==> src/rtl/seq_pkg.sv <==
package seq_pkg;
  localparam int BANK_W    = 2;
  localparam int NUM_BANKS = 1 << BANK_W;
  localparam int PAIR_DIST = NUM_BANKS / 2;

  typedef struct packed {
    logic load;        // capture start row, reset rotation
    logic stepAdv;     // a full step finished, move to next step
    logic secondHalf;  // current beat is the partner-bank beat
  } seqStrobes_t;
endpackage

==> src/rtl/seq_ctrl.sv <==
module seq_ctrl
  import seq_pkg::*;
#(
  parameter int STEP_W = 8
) (
  input  logic              clk,
  input  logic              rst,
  input  logic              start,
  input  logic [STEP_W-1:0] blockSteps,
  input  logic              ready,
  output logic              active,
  output logic              lastBeat,
  output seqStrobes_t       strobes
);
  logic              half;
  logic [STEP_W-1:0] stepsLeft;
  logic              accept;
  logic              lastStep;

  assign accept   = active && ready;
  assign lastStep = (stepsLeft == STEP_W'(1));
  assign lastBeat = active && half && lastStep;

  always_comb begin
    strobes            = '0;
    strobes.load       = !active && start && (blockSteps != '0);
    strobes.stepAdv    = accept && half && !lastStep;
    strobes.secondHalf = half;
  end

  always_ff @(posedge clk) begin
    if (rst) begin
      active    <= 1'b0;
      half      <= 1'b0;
      stepsLeft <= '0;
    end else if (strobes.load) begin
      active    <= 1'b1;
      half      <= 1'b0;
      stepsLeft <= blockSteps;
    end else if (accept) begin
      if (!half) begin
        half <= 1'b1;
      end else begin
        half <= 1'b0;
        if (lastStep) begin
          active    <= 1'b0;
          stepsLeft <= '0;
        end else begin
          stepsLeft <= stepsLeft - STEP_W'(1);
        end
      end
    end
  end
endmodule

==> src/rtl/seq_datapath.sv <==
module seq_datapath
  import seq_pkg::*;
#(
  parameter int ROW_W = 13
) (
  input  logic              clk,
  input  logic              rst,
  input  logic [ROW_W-2:0]  pairStart,
  input  seqStrobes_t       strobes,
  output logic [BANK_W-1:0] bank,
  output logic [ROW_W-1:0]  row
);
  localparam logic [BANK_W-1:0] LAST_BANK = BANK_W'(NUM_BANKS - 1);

  logic [BANK_W-1:0] firstBank;
  logic [ROW_W-2:0]  pairIdx;

  always_ff @(posedge clk) begin
    if (rst) begin
      firstBank <= '0;
      pairIdx   <= '0;
    end else if (strobes.load) begin
      firstBank <= '0;
      pairIdx   <= pairStart;
    end else if (strobes.stepAdv) begin
      firstBank <= firstBank + BANK_W'(1);
      if (firstBank == LAST_BANK) begin
        pairIdx <= pairIdx + (ROW_W-1)'(1);  // wraps at the top
      end
    end
  end

  assign bank = strobes.secondHalf ? BANK_W'(firstBank + BANK_W'(PAIR_DIST)) : firstBank;
  assign row  = {pairIdx, strobes.secondHalf};
endmodule

==> src/rtl/bank_row_seq.sv <==
module bank_row_seq
  import seq_pkg::*;
#(
  parameter int ROW_W  = 13,
  parameter int STEP_W = 8
) (
  input  logic              clk,
  input  logic              rst,
  input  logic              start,
  input  logic [ROW_W-1:0]  startRow,
  input  logic [STEP_W-1:0] blockSteps,
  input  logic              ready,
  output logic              valid,
  output logic [1:0]        bank,
  output logic [ROW_W-1:0]  row,
  output logic              secondHalf,
  output logic              done
);
  seqStrobes_t strobes;
  logic        active;
  logic        lastBeat;

  seq_ctrl #(.STEP_W(STEP_W)) ctrl (
    .clk(clk), .rst(rst), .start(start), .blockSteps(blockSteps),
    .ready(ready), .active(active), .lastBeat(lastBeat), .strobes(strobes)
  );

  seq_datapath #(.ROW_W(ROW_W)) dp (
    .clk(clk), .rst(rst), .pairStart(startRow[ROW_W-1:1]),
    .strobes(strobes), .bank(bank), .row(row)
  );

  assign valid      = active;
  assign secondHalf = strobes.secondHalf;
  assign done       = lastBeat;
endmodule

==> config.mk <==
export PLATFORM = sky130hd
export DESIGN_NAME = bank_row_seq
export DESIGN_NICKNAME = d
export VERILOG_FILES = /design/src/rtl/seq_pkg.sv /design/src/rtl/seq_ctrl.sv /design/src/rtl/seq_datapath.sv /design/src/rtl/bank_row_seq.sv
export SDC_FILE = /design/constraint.sdc
export NUM_CORES = 1
export LEC_CHECK = 0
export BUFFER_PORTS_ARGS = -buffer_cell sky130_fd_sc_hd__buf_2
export CORE_ASPECT_RATIO = 1.75
export CORE_MARGIN = 3
export CORE_UTILIZATION = 51
export DETAILED_ROUTE_END_ITERATION = 16
export PLACE_DENSITY = 0.86
export SLEW_MARGIN = 0
export SYNTH_ARGS = -nofsm -noshare
export SYNTH_HDL_FRONTEND = slang
export SYNTH_SLANG_ARGS = --single-unit
==> constraint.sdc <==
create_clock -name clk -period 2.5 [get_ports clk]
set_input_delay 0.625 -clock clk [delete_from_list [all_inputs] [get_ports clk]]
set_output_delay 0.625 -clock clk [all_outputs]
set_load 0.1 [all_outputs]
==> flow_summary.ini <==
[outcome]
status = complete, no violations

[synth]
yosysUniqueCellTypes = 42
netlist_area_um2 = 1460
syn-num-nets = 202
ys_seq_area_frac = 0.330
async_flop_share = 0
yosysWarnings = 0
avgSynthCellArea_um2 = 8.43
synth-edff-count = 0
synth-seq-cells = 24
ys.flop_type = dfxtp_1
syn_inst = 173

[clocking]
cts_tree = done
htreeDepth = 1
clockBufferDepth = 2
clockRootBuffer = clkbuf_8
hold_buffers = 0
insertion_delay_ns = 0.27
post_cts_buffers = 0
cts_resized = 0
clkSinkCount = 24
path_clk_slew_ns = 0.09
cts-buffers-inserted = 3

[detailed_routing]
drc = 0
num_vias = 1504
drt_first_pass_iters = 4
drt_wl_total_um = 3630
first_iter_violations = 40
ant_nets = 0
wire_per_inst_um = 15.0
via_per_inst = 6.21

[timing]
hold_violations = 0
min_period_ns = 2.26
setup_viol = 0
fmax_mhz = 442
drv_slew = 0
maxSlewHeadroom = 0.656
rsz0062_at_grt = no
post-route-period-util = 0.904
clock_skew_ns = 0.00415
tightestPinTransition_ns = 0.516
fin_setup_tns_ns = 0

[worst_setup_path]
criticalPathCategory = reg2out
regToRegStartpoint = ctrl.stepsLeft[0]$_SDFFE_PP0P_
crit_fanout = 5
r2r.worst_path.cells = 5
rrSetupSlack_ns = 0.52
required_ns = 1.88
arrival_ns = 1.64
rr_endpoint = dp.pairIdx[9]$_SDFFE_PP0P_
endpoint_kind = output pin
cp-start-kind = register

[flow_run]
cap_violations = 0

[floorplanning]
num_io_pins = 43
start_util = 0.536
fp.coreArea_um2 = 2720
die_h_um = 76.7
die_area_um2 = 3560
core.rowCount = 25
die_w_um = 46.4

[grt]
grt_overflow = 0
grt_max_degree = 26
grt_pass1_wl_um = 5800
top_usage_layer = met2
met2_usage = 0.380
grtUsageMet3 = 0.0258
antenna_found_initial = 0
globalRouteTotalUtil = 0.214
first_global_vias = 1344
met1_usage = 0.231

[placement]
portBuffers = 41
post_dp_cell_area_um2 = 1730
place_hpwl_um = 2710
gp_congestion = 0.969

[power]
peakVddDrop_v = 0.000322
cellPowerDensity_nw_per_um2 = 583
static-leakage-power_uw = 0.000701

[final_layout]
nFillCells = 244
stdcell_area_um2 = 1790
multiInputGateArea_um2 = 917
final_layout_size_suffix_gt1_frac = 0.298
final_common_cell = buf_2
seq_area_um2 = 480
final_nets = 245
final_cell_mix = 40 x buf_2, 24 x dfxtp_1, 15 x nand2_1, 15 x nor2_1, 8 x a21oi_1
syn2layout_area_growth_pct = 22.6
antennaDiodeCount = 0

[min_path]
min-delay-start = dp.pairIdx[11]$_SDFFE_PP0P_
hold-path-endpoint = dp.pairIdx[11]$_SDFFE_PP0P_
min_path_cells = 2
hold_path.class = reg2reg
synth_stat cells (5+ instances only):
| library cell | instances | area share |
|---|---|---|
| or3_1 | 6 | 0.026 |
| nand2_1 | 15 | 0.039 |
| a311oi_2 | 5 | 0.052 |
| or4_1 | 7 | 0.036 |
| nor2_1 | 16 | 0.041 |
| nand3_1 | 7 | 0.024 |
| dfxtp_1 | 24 | 0.33 |
| a311oi_1 | 5 | 0.030 |
| a21oi_1 | 8 | 0.027 |
| o31ai_1 | 6 | 0.031 |
| o21ai_0 | 6 | 0.021 |
layout make-up:
type	count	share of cell area
Timing Repair Buffer	48	0.160
Clock buffer	4	0.0308
Sequential cell	24	0.269
Inverter	4	0.00840
Multi-Input combinational cell	135	0.513
Tap cell	27	0.0189
flip-flops by register name (all words and copies together), names as in the netlist:
name            cells
ctrl.active         1
ctrl.half           1
ctrl.stepsLeft      8
dp.firstBank        2
dp.pairIdx         12
cell families (layout without fill, tap and decap cells):
| kind of cell | after synthesis | count (layout) | share of synthesized area |
|---|---|---|---|
| multiplexers | 2 | 2 | 0.0137 |
| AND/OR/NAND/NOR | 71 | 71 | 0.255 |
| AO/OA/AOI/OAI | 52 | 52 | 0.280 |
| adder cells (fa/ha/maj) | 4 | 4 | 0.0343 |
| XOR/XNOR | 6 | 6 | 0.0361 |
| buffers and inverters | 14 | 56 | 0.0515 |
| flip-flops | 24 | 24 | 0.330 |
metal layers:
metal  part of all wire  vias to the layer above
met1               0.38                      704
met3              0.048                        9
li1                   -                      747
met5                  0                        -
met4              0.023                        0
met2               0.55                       44
report_power, final:
group / switching [uW] / total, uW / internal, uW / leakage (uW)
Combinational: 238 / 330 / 92.4 / 0.000475
Sequential: 36.1 / 446 / 410 / 0.000198
Clock: 125 / 266 / 141 / 0.0000288
Total: 399 / 1040 / 643 / 0.000701
critical path: stages, from the launching register on:
cell	delay, ns
dfxtp_1	0.40
ha_1	0.21
nor3b_1	0.25
nand2_1	0.16
nor2_4	0.16
buf_12	0.18
stage by stage:
step                hold slack (ns)  setup slack [ns]  utilization  cells  total power (uW)
CTS                           0.511             0.215        0.657    242              1050
global placement              0.487             0.387        0.636    238               780
global route                  0.552            0.0843        0.657    242              1090
finish                        0.506             0.239        0.657    242              1040
detailed placement            0.499             0.357        0.636    238               784
floorplan                     0.482            -0.109            -    173               707
worst max-delay path by stage:
stage | start | to | slack [ns] | cells after the start
after floorplan | ctrl.half$_SDFFE_PP0P_ | bank[1] | -0.11 | 1
after global placement | ready | dp.pairIdx[9]$_SDFFE_PP0P_ | 0.39 | 5
after detailed placement | ready | dp.pairIdx[9]$_SDFFE_PP0P_ | 0.36 | 5
after CTS | ctrl.stepsLeft[3]$_SDFFE_PP0P_ | done | 0.21 | 4
after global routing | ctrl.stepsLeft[0]$_SDFFE_PP0P_ | done | 0.08 | 5
final | ctrl.stepsLeft[0]$_SDFFE_PP0P_ | done | 0.24 | 5
Note: power is estimated with default switching activity, not from simulation.
